**config.mk**
```make
export PLATFORM = sky130hd
export DESIGN_NAME = clk_loss_mon
export DESIGN_NICKNAME = d
export VERILOG_FILES = /design/src/rtl/clm_pkg.sv /design/src/rtl/clm_edge_det.sv /design/src/rtl/clm_watch.sv /design/src/rtl/clk_loss_mon.sv
export SDC_FILE = /design/constraint.sdc
export NUM_CORES = 1
export LEC_CHECK = 0
export BUFFER_PORTS_ARGS = -buffer_cell sky130_fd_sc_hd__buf_2
export CORE_AREA = 4 4 239 241
export CTS_CLUSTER_DIAMETER = 60
export DETAILED_ROUTE_END_ITERATION = 8
export DIE_AREA = 0 0 243 245
export PLACE_DENSITY = 0.83
export SLEW_MARGIN = 20
export SYNTH_ARGS = -nofsm -noshare
export SYNTH_HDL_FRONTEND = slang
export SYNTH_SLANG_ARGS = --single-unit
```
**constraint.sdc**
```tcl
create_clock -name ref_clk -period 54.2 [get_ports ref_clk]
set_input_delay 10.84 -clock ref_clk [delete_from_list [all_inputs] [get_ports ref_clk]]
set_output_delay 10.84 -clock ref_clk [all_outputs]
set_load 0.1 [all_outputs]
```
**src/rtl/clm_pkg.sv**
```systemverilog
package clm_pkg;

  // Defaults for a 250 MHz reference: 250 ms timeout, 250 us qualification,
  // 10 us allowed gap between edges while qualifying.
  localparam int unsigned CLM_TIMEOUT_DEF = 62_500_000;
  localparam int unsigned CLM_QUAL_DEF    = 62_500;
  localparam int unsigned CLM_STALL_DEF   = 2_500;
  localparam int unsigned CLM_SYNC_DEF    = 2;

  typedef enum logic [1:0] {
    MON_OK   = 2'd0,  // clock present, alarm low
    MON_DOWN = 2'd1,  // alarm high, waiting for an edge
    MON_QUAL = 2'd2   // alarm high, qualifying recovered clock
  } mon_state_e;

endpackage

```
**src/rtl/clm_edge_det.sv**
```systemverilog
module clm_edge_det #(
  parameter int unsigned SYNC_STAGES = 2
) (
  input  logic clk,
  input  logic rst_n,
  input  logic mon_clk,
  output logic edge_seen
);

  // SYNC_STAGES synchroniser flops followed by one history flop
  logic [SYNC_STAGES:0] shift_q, shift_d;

  always_comb begin
    shift_d = {shift_q[SYNC_STAGES-1:0], mon_clk};
  end

  always_ff @(posedge clk or negedge rst_n) begin
    if (!rst_n) shift_q <= '0;
    else        shift_q <= shift_d;
  end

  assign edge_seen = shift_q[SYNC_STAGES] ^ shift_q[SYNC_STAGES-1];

endmodule

```
**src/rtl/clm_watch.sv**
```systemverilog
module clm_watch
  import clm_pkg::*;
#(
  parameter int unsigned TIMEOUT_CYC = CLM_TIMEOUT_DEF,
  parameter int unsigned QUAL_CYC    = CLM_QUAL_DEF,
  parameter int unsigned STALL_CYC   = CLM_STALL_DEF,
  parameter bit          QUALIFY     = 1'b0
) (
  input  logic clk,
  input  logic rst_n,
  input  logic edge_seen,
  output logic alarm
);

  localparam int unsigned CW = $clog2(TIMEOUT_CYC + 1);
  localparam int unsigned QW = $clog2(QUAL_CYC + 1);
  localparam logic [CW-1:0] T_LAST = CW'(TIMEOUT_CYC - 1);
  localparam logic [CW-1:0] S_LAST = CW'(STALL_CYC - 1);
  localparam logic [QW-1:0] Q_LAST = QW'(QUAL_CYC - 1);

  mon_state_e    state_q, state_d;
  logic [CW-1:0] cnt_q, cnt_d;
  logic          cnt_en;
  logic [QW-1:0] qcnt_q, qcnt_d;
  logic          qcnt_en;

  // cycles since last edge, saturating at the timeout point
  always_comb begin
    cnt_en = edge_seen || (cnt_q != T_LAST);
    cnt_d  = edge_seen ? '0 : cnt_q + 1'b1;
  end

  always_comb begin
    state_d = state_q;
    qcnt_en = 1'b0;
    qcnt_d  = qcnt_q + 1'b1;
    unique case (state_q)
      MON_OK: begin
        if (!edge_seen && cnt_q == T_LAST) state_d = MON_DOWN;
      end
      MON_DOWN: begin
        if (edge_seen) begin
          if (QUALIFY) begin
            state_d = MON_QUAL;
            qcnt_en = 1'b1;
            qcnt_d  = '0;
          end else begin
            state_d = MON_OK;
          end
        end
      end
      MON_QUAL: begin
        if (!edge_seen && cnt_q == S_LAST) state_d = MON_DOWN;
        else if (qcnt_q == Q_LAST)         state_d = MON_OK;
        else                               qcnt_en = 1'b1;
      end
      default: state_d = MON_DOWN;
    endcase
  end

  always_ff @(posedge clk or negedge rst_n) begin
    if (!rst_n) begin
      state_q <= MON_OK;
      cnt_q   <= '0;
      qcnt_q  <= '0;
    end else begin
      state_q <= state_d;
      if (cnt_en)  cnt_q  <= cnt_d;
      if (qcnt_en) qcnt_q <= qcnt_d;
    end
  end

  assign alarm = (state_q != MON_OK);

  AST_EDGE_RESTART: assert property (@(posedge clk) disable iff (!rst_n)
    edge_seen |=> cnt_q == '0);
  AST_RISE_ON_TIMEOUT: assert property (@(posedge clk) disable iff (!rst_n)
    $rose(alarm) |-> $past(cnt_q) == T_LAST);
  AST_TIMEOUT_SETS: assert property (@(posedge clk) disable iff (!rst_n)
    (!edge_seen && cnt_q == T_LAST) |=> alarm);

  if (QUALIFY) begin : g_qual_chk
    AST_QUAL_HOLD: assert property (@(posedge clk) disable iff (!rst_n)
      (state_q == MON_DOWN && edge_seen) |=> alarm);
    AST_STALL_ABORT: assert property (@(posedge clk) disable iff (!rst_n)
      (state_q == MON_QUAL && !edge_seen && cnt_q == S_LAST) |=> (alarm && state_q == MON_DOWN));
  end else begin : g_fast_chk
    AST_FAST_CLEAR: assert property (@(posedge clk) disable iff (!rst_n)
      (alarm && edge_seen) |=> !alarm);
  end

endmodule

```
**src/rtl/clk_loss_mon.sv**
```systemverilog
module clk_loss_mon
  import clm_pkg::*;
#(
  parameter int unsigned NUM_CH      = 8,
  parameter int unsigned TIMEOUT_CYC = CLM_TIMEOUT_DEF,
  parameter int unsigned QUAL_CYC    = CLM_QUAL_DEF,
  parameter int unsigned STALL_CYC   = CLM_STALL_DEF,
  parameter int unsigned SYNC_STAGES = CLM_SYNC_DEF,
  localparam int unsigned SEL_W      = $clog2(NUM_CH)
) (
  input  logic              ref_clk,
  input  logic              rst_n,
  input  logic [NUM_CH-1:0] line_clk,
  input  logic [NUM_CH-1:0] pll_clk,
  input  logic [SEL_W-1:0]  sel,
  output logic              line_alarm,
  output logic              pll_alarm
);

  // asynchronous assert, synchronous release
  logic [1:0] rsync_q;
  logic       rst_s_n;

  always_ff @(posedge ref_clk or negedge rst_n) begin
    if (!rst_n) rsync_q <= 2'b00;
    else        rsync_q <= {rsync_q[0], 1'b1};
  end

  assign rst_s_n = rsync_q[1];

  logic [NUM_CH-1:0] line_edge, pll_edge;
  logic [NUM_CH-1:0] line_alm_vec, pll_alm_vec;

  for (genvar ch = 0; ch < NUM_CH; ch++) begin : g_ch
    clm_edge_det #(.SYNC_STAGES(SYNC_STAGES)) u_line_edge (
      .clk(ref_clk), .rst_n(rst_s_n), .mon_clk(line_clk[ch]), .edge_seen(line_edge[ch])
    );
    clm_edge_det #(.SYNC_STAGES(SYNC_STAGES)) u_pll_edge (
      .clk(ref_clk), .rst_n(rst_s_n), .mon_clk(pll_clk[ch]), .edge_seen(pll_edge[ch])
    );
    clm_watch #(
      .TIMEOUT_CYC(TIMEOUT_CYC), .QUAL_CYC(QUAL_CYC),
      .STALL_CYC(STALL_CYC), .QUALIFY(1'b0)
    ) u_line_watch (
      .clk(ref_clk), .rst_n(rst_s_n), .edge_seen(line_edge[ch]), .alarm(line_alm_vec[ch])
    );
    clm_watch #(
      .TIMEOUT_CYC(TIMEOUT_CYC), .QUAL_CYC(QUAL_CYC),
      .STALL_CYC(STALL_CYC), .QUALIFY(1'b1)
    ) u_pll_watch (
      .clk(ref_clk), .rst_n(rst_s_n), .edge_seen(pll_edge[ch]), .alarm(pll_alm_vec[ch])
    );
  end

  assign line_alarm = line_alm_vec[sel];
  assign pll_alarm  = pll_alm_vec[sel];

  AST_RESET_QUIET: assert property (@(posedge ref_clk) disable iff (!rst_n)
    !rst_s_n |-> (!line_alarm && !pll_alarm));
  AST_ONE_CYCLE_RISE: assert property (@(posedge ref_clk) disable iff (!rst_n)
    $rose(rst_s_n) |-> (!line_alarm && !pll_alarm));

endmodule

```
==> results of run 1 <==
## cell type report
class | count | area, µm² | area share, %
Antenna cell | 2 | 5.005 | 0.01391
Clock buffer | 97 | 1972 | 5.481
Clock inverter | 19 | 247.7 | 0.6886
Inverter | 111 | 416.7 | 1.158
Multi-Input combinational cell | 2618 | 16610 | 46.16
Sequential cell | 618 | 15470 | 43.00
Tap cell | 704 | 880.8 | 2.448
Timing Repair Buffer | 52 | 380.4 | 1.057
## critical path: stages
cell	delay (ps)
buf_2	150
mux4_2	520
mux2i_1	350
buf_2	510
## sequential cells by signal, indices dropped and copies added, names as in the netlist
signal and cells:
g_ch.u_pll_watch.qcnt_q 128, rsync_q 2, g_ch.u_line_edge.shift_q 24, g_ch.u_pll_watch.state_q 16
g_ch.u_pll_watch.cnt_q 208, g_ch.u_pll_edge.shift_q 24, g_ch.u_line_watch.state_q 8, g_ch.u_line_watch.cnt_q 208
## per-stage QoR
step | power [mW] | worst slack, ps | hold slack, ps | utilization (%)
final | 0.9794 | 31000 | 222.2 | 65.56
after global routing | 1.016 | 30920 | 255.8 | 65.55
after CTS | 0.9894 | 30980 | 238.7 | 65.42
after detailed placement | 0.5263 | 30980 | 234.6 | 61.37
after global placement | 0.5246 | 31040 | 228.3 | 61.34
after floorplan | 0.5132 | 30490 | 331.2 | -
## cells by family after synthesis
logic type	synth area share [%]
AOI/OAI and AO/OA	9.306
xor gates and xnor gates	9.390
DFF	47.10
muxes	0.9946
other	0.01142
buffers and inverters	2.900
adders and majority gates	1.867
and+or+nand+nor	28.43
## report_power, final
part	leakage, nW	switching, mW	internal, mW
Sequential	8.48	0.00917	0.469
Clock	1.08	0.185	0.277
Combinational	4.76	0.0279	0.0117
## worst max-delay path by stage
stage	endpoint	slack [ps]	start	cells past startpoint
after global routing	pll_alarm	30920	sel[0]	4
after floorplan	pll_alarm	30490	sel[0]	2
after CTS	pll_alarm	30980	sel[0]	4
after detailed placement	pll_alarm	30980	sel[0]	4
after global placement	pll_alarm	31040	sel[0]	4
final	pll_alarm	31000	sel[0]	4
## metal layers
metal	share of wire, %	global-route usage [%]
met1	46	32.19
met2	47	36.67
met3	4.3	3.507
met4	2.0	5.805
met5	0.029	0
## cells in the mapped netlist, drive strengths merged, types with 18 or more instances
cell	instances	area, µm²
o311ai	45	401.6
nor2	434	1629
nand4	153	957.2
and4	45	394.1
nand2	274	1028
or4	75	570.6
and2	34	212.7
or3	71	444.2
xnor2	168	1471
nand2b	40	250.2
inv	109	409.1
buf	21	135.1
ha	49	613.1
a21oi	80	400.4
o41ai	18	176.4
clkbuf	106	400.4
nor4b	26	227.7
o21ai	97	485.5
xor2	184	1612
nor4	96	663.1
nor3	84	430.4
dfrtp	618	15460
mux2i	18	180.2
and3	81	506.7
o211ai	78	590.6
nand3	239	1196
## placed cells by master, fill, tap and decap left out, drive strengths merged, types with 18 or more instances in the layout
master / n
o211ai: 78
clkbuf: 97
o311ai: 45
o21ai: 97
and2: 34
xnor2: 168
nand3: 239
buf: 52
nand4: 153
dfrtp: 618
xor2: 184
nor4b: 26
or3: 71
ha: 49
and4: 45
nand2: 274
nand2b: 40
inv: 112
or4: 75
a21oi: 80
nor3: 84
nor2: 434
o41ai: 18
and3: 81
mux2i: 18
nor4: 96
==> flow_metrics.py, run 1 <==
metrics = {
    "sta": {
        "slew_headroom_pct": 28.22,
        "drv_slew": 0,
        "fin_setup_tns_ps": 0,
        "fin_crit_sh_pct": 42.81,
        "setup_viol": 0,
        "skew_ps": 25.00,
        "rsz0062_at_grt": "false",
        "hold_viol_final": 0,
        "period_needed_ps": 23200,
        "max_freq_mhz": 43.10,
        "tightest_slew_ps": 1072,
    },
    "floorplan": {
        "ios": 23,
        "initial_core_util_pct": 59.83,
        "die_area_um2": 59540,
        "rows": 86,
        "dieWidth_um": 243,
        "core_area_um2": 54880,
        "die_y_um": 245,
    },
    "finish": {
        "fillers": 4223,
        "final_cell_count_no_fill": 4221,
        "nets": 3538,
        "finalInstanceArea_um2": 35980,
        "synthToLayoutAreaGrowth_pct": 9.572,
        "drive_above_1_share_pct": 6.686,
    },
    "cts": {
        "clkLatencyLatePin_ps": 600,
        "post_cts_buffers": 0,
        "h-tree-depth": 3,
        "cts_sinks": 618,
        "ctsHoldBuffers": 0,
        "post_cts_resized": 0,
        "cts_made_buffers": 67,
        "cts_tree": "yes",
        "cts_buffer_depth": 3,
        "clk_pin_slew_ps": 60,
        "cts_root_buffer": "clkbuf_16",
    },
    "placed_design": {
        "dp_hpwl_um": 43310,
        "dp.cells": 4102,
        "io_buffers": 22,
        "place.gp.congestion": 0.8491,
        "place_area_um2": 33680,
    },
    "logic_synthesis": {
        "synthesis.area_um2": 32830,
        "syn_inst": 3474,
        "synth-edff-count": 0,
        "synth-seq-area-share_pct": 47.10,
        "ys_ff_latch": 618,
        "yosysUniqueCellTypes": 86,
        "synth-warning-count": 0,
        "dominantRegCellSynth": "dfrtp_1",
        "async_flop_share_pct": 100.0,
        "syn_area_per_cell_um2": 9.451,
        "syn_nets": 3544,
    },
    "worst_setup_path": {
        "rr_worst_depth": 5,
        "startpoint_type": "input pin",
        "cp_data_arrival_time_ps": 12360,
        "worstPathRequired_ps": 43360,
        "rrSetupSlack_ps": 51230,
        "crit_fanout": 4,
        "end_kind": "primary output",
        "r2r-start": "g_ch[2].u_pll_watch.cnt_q[2]",
        "timing.rr.end": "g_ch[2].u_pll_watch.state_q[1]",
        "critical_path_class": "in -> out",
    },
    "global_route": {
        "grt_util_all_layers_pct": 22.59,
        "grt_max_degree": 170,
        "antenna_found_initial": 3,
        "gr-total-overflow": 0,
        "grt_pass1_wl_um": 117800,
        "grt_pass1_vias": 24904,
    },
    "route": {
        "viasPerCell": 6.208,
        "vias": 26203,
        "wirelength_um": 68190,
        "drc_errors": 0,
        "drtPass1Iterations": 6,
        "wl_per_cell_um": 16.15,
        "drtIter0Drc": 2172,
        "ant_nets": 0,
    },
    "power_and_ir_drop": {
        "pwr_density_cell_nw_per_um2": 27.22,
        "p_leak_nw": 14.32,
        "ir_drop_mv": 0.03045,
    },
    "run": {
        "drv_cap": 0,
    },
    "worst_hold_path": {
        "hold_class": "reg -> async",
    },
    "run_status": {
        "outcome": "complete, no violations",
    },
}
Power figures use the tool's default switching activity.
==> run 2, diff against run 1 <==
--- a/config.mk
+++ b/config.mk
@@ -6,11 +6,11 @@
 export NUM_CORES = 1
 export LEC_CHECK = 0
 export BUFFER_PORTS_ARGS = -buffer_cell sky130_fd_sc_hd__buf_2
-export CORE_AREA = 4 4 239 241
+export CORE_AREA = 4 4 243 245
 export CTS_CLUSTER_DIAMETER = 60
 export DETAILED_ROUTE_END_ITERATION = 8
-export DIE_AREA = 0 0 243 245
-export PLACE_DENSITY = 0.83
+export DIE_AREA = 0 0 247 249
+export PLACE_DENSITY = 0.84
 export SLEW_MARGIN = 20
 export SYNTH_ARGS = -nofsm -noshare
 export SYNTH_HDL_FRONTEND = slang
==> constraint.sdc (replaced) <==
create_clock -name ref_clk -period 19.59 [get_ports ref_clk]
set_input_delay 3.918 -clock ref_clk [delete_from_list [all_inputs] [get_ports ref_clk]]
set_output_delay 3.918 -clock ref_clk [all_outputs]
set_load 0.1 [all_outputs]
==> flow_metrics.py, run 2 (synthesized netlist as in run 1, its figures left out) <==
metrics = {
    "cts": {
        "h-tree-depth": 3,
        "clk_pin_slew_ps": 60,
        "ctsHoldBuffers": 0,
        "post_cts_buffers": 0,
        "clkLatencyLatePin_ps": 590,
        "cts_root_buffer": "clkbuf_16",
        "cts_made_buffers": 70,
        "cts_sinks": 618,
        "cts_tree": "yes",
        "cts_buffer_depth": 3,
        "post_cts_resized": 0,
    },
    "floorplan": {
        "dieWidth_um": 247,
        "ios": 23,
        "core_area_um2": 57140,
        "initial_core_util_pct": 57.46,
        "die_y_um": 249,
        "rows": 88,
        "die_area_um2": 61500,
    },
    "worst_setup_path": {
        "crit_chain": "buf_2, mux4_2, mux2i_1, buf_2",
        "crit_fanout": 4,
        "slowest_stage": "mux4_2",
        "critical_path_class": "in -> out",
        "startpoint_type": "input pin",
        "worstPathRequired_ps": 15670,
        "max_stage_delay_ps": 510,
        "end_kind": "primary output",
        "cp_data_arrival_time_ps": 5460,
        "crit_top_cell": "buf_2",
    },
    "sta": {
        "setup_viol": 0,
        "period_needed_ps": 9376,
        "slew_headroom_pct": 26.99,
        "holdWs_ps": 338.2,
        "rsz0062_at_grt": "false",
        "fin_crit_sh_pct": 47.86,
        "skew_ps": 20.23,
        "tightest_slew_ps": 1085,
        "fin_setup_tns_ps": 0,
        "drv_slew": 0,
        "max_freq_mhz": 106.7,
        "hold_viol_final": 0,
    },
    "finish": {
        "reg_top3": "g_ch.u_line_watch.cnt_q x208, g_ch.u_pll_watch.cnt_q x208, g_ch.u_pll_watch.qcnt_q x128",
        "drive_above_1_share_pct": 6.962,
        "regArea_um2": 15470,
        "final_cell_count_no_fill": 4286,
        "multi_input_area_um2": 16620,
        "fillers": 4413,
        "layout_common_cells": "dfrtp_1, nor2_1, nand2_1",
        "finalInstanceArea_um2": 36160,
        "nets": 3540,
        "synthToLayoutAreaGrowth_pct": 10.12,
        "final_common_cell": "dfrtp_1",
    },
    "global_route": {
        "grt_util_all_layers_pct": 22.38,
        "antenna_found_initial": 3,
        "grt_max_degree": 84,
        "grt_pass1_vias": 25328,
        "grt_pass1_wl_um": 119900,
        "gr-total-overflow": 0,
    },
    "route": {
        "drc_errors": 0,
        "viasPerCell": 6.192,
        "vias": 26541,
        "ant_nets": 0,
        "drtPass1Iterations": 5,
        "wl_per_cell_um": 16.14,
        "wirelength_um": 69170,
        "drtIter0Drc": 2122,
    },
    "power_and_ir_drop": {
        "p_sw_share_pct": 22.62,
        "p_total_mw": 2.776,
        "clkPwrFrac_pct": 48.3,
        "p_int_mw": 2.149,
        "p_sw_mw": 0.6279,
        "p_leak_nw": 14.38,
        "ir_drop_mv": 0.07161,
        "combPwrFrac_pct": 4.0,
        "pwr_density_cell_nw_per_um2": 76.79,
        "p_seq_share_pct": 47.7,
    },
    "placed_design": {
        "dp.cells": 4163,
        "place_area_um2": 33750,
        "io_buffers": 22,
        "place.gp.congestion": 0.8470,
        "dp_hpwl_um": 44130,
    },
    "run": {
        "drv_cap": 0,
    },
    "run_status": {
        "outcome": "complete, no violations",
    },
    "worst_hold_path": {
        "hold_class": "reg -> reg",
    },
}
[run 2: cell types whose count changed in the layout (fill, tap and decap cells not counted), moves of 2 or more]
cell,delta
clkbuf_8,-2
bufinv_16,+2
buf_12,-2
clkinv_2,+5
nor4_1,-2
clkbuf_16,+4
clkbuf_1,-4
[run 2: cell type report]
type / count / area share, %
Antenna cell: 2 / 0.01384
Clock buffer: 95 / 5.613
Clock inverter: 26 / 0.9239
Inverter: 111 / 1.152
Multi-Input combinational cell: 2618 / 45.95
Sequential cell: 618 / 42.78
Tap cell: 765 / 2.647
Timing Repair Buffer: 51 / 0.9170
[run 2: layer usage]
| layer | share of wire (%) | global-route usage (%) |
|---|---|---|
| met1 | 45 | 31.49 |
| met2 | 47 | 35.76 |
| met3 | 4.9 | 3.843 |
| met4 | 2.3 | 6.808 |
| met5 | 0.039 | 0 |
[run 2: worst paths after layout]
| check | endpoint | from | cells after the start | slack (ps) |
|---|---|---|---|---|
| worst max-delay path | pll_alarm | sel[0] | 4 | 10210 |
| worst min-delay path | g_ch[0].u_line_edge.shift_q[1] | g_ch[0].u_line_edge.shift_q[0] | 0 | 340 |
| worst min register to register | g_ch[0].u_line_edge.shift_q[1] | g_ch[0].u_line_edge.shift_q[0] | 0 | 340 |
| max in group asynchronous | rsync_q[1] | rst_n | 1 | 16390 |
| min in group asynchronous | g_ch[1].u_line_edge.shift_q[0] | rsync_q[1] | 0 | 390 |
| worst max register to register | g_ch[2].u_pll_watch.state_q[1] | g_ch[2].u_pll_watch.cnt_q[2] | 5 | 16590 |
[run 2: metrics by stage]
| step | util (%) | setup WS, ps |
|---|---|---|
| floorplan | - | 1089 |
| global placement | 59.01 | 10250 |
| detailed placement | 59.06 | 10240 |
| CTS | 63.19 | 10230 |
| global route | 63.27 | 10200 |
| finish | 63.28 | 10210 |
[run 2: worst max-delay path, delay by kind of cell]
kind                   cells  cell delay (ps)
buffers and inverters      2              670
muxes                      2              870
[run 2: power groups by stage]
stage / clock network (mW) / registers (mW) / logic [mW]
after global routing: 1.42 / 1.33 / 0.126
after CTS: 1.37 / 1.32 / 0.112
after detailed placement: 0 / 1.35 / 0.110
final: 1.34 / 1.32 / 0.110
after floorplan: 0 / 1.36 / 0.0630
after global placement: 0 / 1.35 / 0.106
==> run 3, diff against run 2 <==
--- a/config.mk
+++ b/config.mk
@@ -6,11 +6,11 @@
 export NUM_CORES = 1
 export LEC_CHECK = 0
 export BUFFER_PORTS_ARGS = -buffer_cell sky130_fd_sc_hd__buf_2
-export CORE_AREA = 4 4 243 245
+export CORE_AREA = 4 4 239 241
 export CTS_CLUSTER_DIAMETER = 60
 export DETAILED_ROUTE_END_ITERATION = 8
-export DIE_AREA = 0 0 247 249
-export PLACE_DENSITY = 0.84
+export DIE_AREA = 0 0 243 245
+export PLACE_DENSITY = 0.83
 export SLEW_MARGIN = 20
 export SYNTH_ARGS = -nofsm -noshare
 export SYNTH_HDL_FRONTEND = slang
==> constraint.sdc (replaced) <==
create_clock -name ref_clk -period 9 [get_ports ref_clk]
set_input_delay 1.8 -clock ref_clk [delete_from_list [all_inputs] [get_ports ref_clk]]
set_output_delay 1.8 -clock ref_clk [all_outputs]
set_load 0.1 [all_outputs]
==> flow_metrics.py, run 3 (synthesized netlist as in run 1, its figures left out) <==
metrics = {
    "route": {
        "ant_nets": 0,
        "viasPerCell": 6.145,
        "drc_errors": 0,
        "drtIter0Drc": 2067,
        "wl_per_cell_um": 15.95,
        "wirelength_um": 67430,
        "vias": 25977,
        "drtPass1Iterations": 6,
    },
    "sta": {
        "skew_ps": 19.36,
        "tightest_slew_ps": 1037,
        "setup_viol": 0,
        "slew_headroom_pct": 30.20,
        "hold_viol_final": 0,
        "rsz0062_at_grt": "false",
        "drv_slew": 0,
        "fin_setup_tns_ps": 0,
        "setup_ws_ps": 4109,
        "period_needed_ps": 4891,
        "fin_crit_sh_pct": 54.34,
        "max_freq_mhz": 204.5,
    },
    "worst_hold_path": {
        "hold_class": "reg -> reg",
        "worstHoldStart": "g_ch[1].u_line_edge.shift_q[0]",
        "min_path_cells": 0,
        "min_to": "g_ch[1].u_line_edge.shift_q[1]",
    },
    "run": {
        "drv_cap": 0,
    },
    "finish": {
        "final_core_util_pct": 65.71,
        "final_common_cell": "dfrtp_1",
        "reg_top3": "g_ch.u_line_watch.cnt_q x208, g_ch.u_pll_watch.cnt_q x208, g_ch.u_pll_watch.qcnt_q x128",
        "drive_above_1_share_pct": 6.792,
        "synthToLayoutAreaGrowth_pct": 9.832,
        "nets": 3539,
        "fillers": 4210,
        "layout_common_cells": "dfrtp_1, nor2_1, nand2_1",
        "final_cell_count_no_fill": 4227,
        "regArea_um2": 15470,
        "multi_input_area_um2": 16610,
    },
    "cts": {
        "h-tree-depth": 3,
        "cts_sinks": 618,
        "cts_buffer_depth": 3,
        "ctsHoldBuffers": 0,
        "cts_tree": "yes",
        "post_cts_buffers": 0,
        "post_cts_resized": 0,
        "cts_made_buffers": 69,
        "cts_root_buffer": "clkbuf_16",
        "clk_pin_slew_ps": 50,
        "clkLatencyLatePin_ps": 610,
    },
    "power_and_ir_drop": {
        "p_total_mw": 5.959,
        "pwr_density_cell_nw_per_um2": 165.2,
        "ir_drop_mv": 0.1547,
        "p_leak_nw": 14.38,
    },
    "placed_design": {
        "io_buffers": 22,
        "place_ws_ps": 4098,
        "dp_hpwl_um": 43130,
        "dp.cells": 4101,
        "place.gp.congestion": 0.8656,
    },
    "worst_setup_path": {
        "crit_top_cell": "buf_2",
        "cp_top_family": "multiplexers",
        "crit_chain": "buf_2, mux4_2, mux2i_1, buf_2",
        "end_kind": "primary output",
        "r2r-start": "g_ch[2].u_pll_watch.cnt_q[2]",
        "cp_data_arrival_time_ps": 3090,
        "cp_num_cells": 4,
        "cp_num_buf_inv": 2,
        "rrSetupSlack_ps": 6090,
        "worstPathRequired_ps": 7200,
        "slowest_stage": "mux4_2",
        "max_stage_delay_ps": 510,
        "critical_path_class": "in -> out",
        "timing.rr.end": "g_ch[2].u_pll_watch.state_q[1]",
        "startpoint_type": "input pin",
        "rr_worst_depth": 5,
        "crit_fanout": 4,
    },
    "global_route": {
        "grt_pass1_vias": 24969,
        "antenna_found_initial": 0,
        "grt_max_degree": 186,
        "grt_util_all_layers_pct": 22.61,
        "grt_pass1_wl_um": 117600,
        "gr-total-overflow": 0,
    },
    "floorplan": {
        "die_area_um2": 59540,
        "core_area_um2": 54880,
        "dieWidth_um": 243,
        "initial_core_util_pct": 59.83,
        "die_y_um": 245,
        "rows": 86,
        "ios": 23,
    },
    "run_status": {
        "outcome": "complete, no violations",
    },
}
-- run 3: cell types whose count changed in the layout (fill, tap and decap cells not counted), sizes merged --
cell | previous run | this run
inv | 112 | 113
bufinv | 7 | 4
clkbuf | 95 | 102
diode | 2 | 4
clkinvlp | 5 | 1
clkinv | 13 | 12
-- run 3: layout make-up --
cell class / count / area share [%]
Multi-Input combinational cell: 2618 / 46.06
Sequential cell: 618 / 42.89
Inverter: 111 / 1.155
Timing Repair Buffer: 51 / 1.069
Clock buffer: 102 / 5.725
Tap cell: 704 / 2.443
Clock inverter: 19 / 0.6280
Antenna cell: 4 / 0.02776
-- run 3: routing by layer --
metal  vias to the layer above  routed length (µm)  GRT usage, %
li1                      12628                   -             -
met2                       505               31890         36.63
met1                     12724               31580         31.95
met3                       120                2565         3.419
met5                         -                   0             0
met4                         0                1387         6.773
-- run 3: worst max path at each step --
stage / startpoint / to / slack [ps]
2_1_floorplan: rsync_q[1] / g_ch[0].u_line_edge.shift_q[0] / 3010
3_3_place_gp: sel[0] / pll_alarm / 4130
3_5_place_dp: sel[0] / pll_alarm / 4100
4_1_cts: sel[0] / pll_alarm / 4100
5_1_grt: sel[0] / pll_alarm / 4060
6_report: sel[0] / pll_alarm / 4110
-- run 3: stage by stage --
step | cell area [µm²] | hold slack (ps)
2_1_floorplan | 32840 | 331.2
3_3_place_gp | 33670 | 331.3
3_5_place_dp | 33690 | 334.7
4_1_cts | 35990 | 347.0
5_1_grt | 36050 | 353.0
6_report | 36060 | 345.4
-- run 3: worst register-to-register path: cells and delay by family, from the launching register on --
kind             cells  cell delay, ps
AO/OA/AOI/OAI        1             820
flip-flops           1             450
multiplexers         1             380
AND/OR/NAND/NOR      3            1160
-- run 3: power by group --
part | leakage [nW] | internal [mW] | total, mW | switching [mW]
combinational | 4.76 | 0.0716 | 0.237 | 0.166
clock | 1.13 | 1.71 | 2.84 | 1.13
sequential | 8.48 | 2.83 | 2.88 | 0.0580
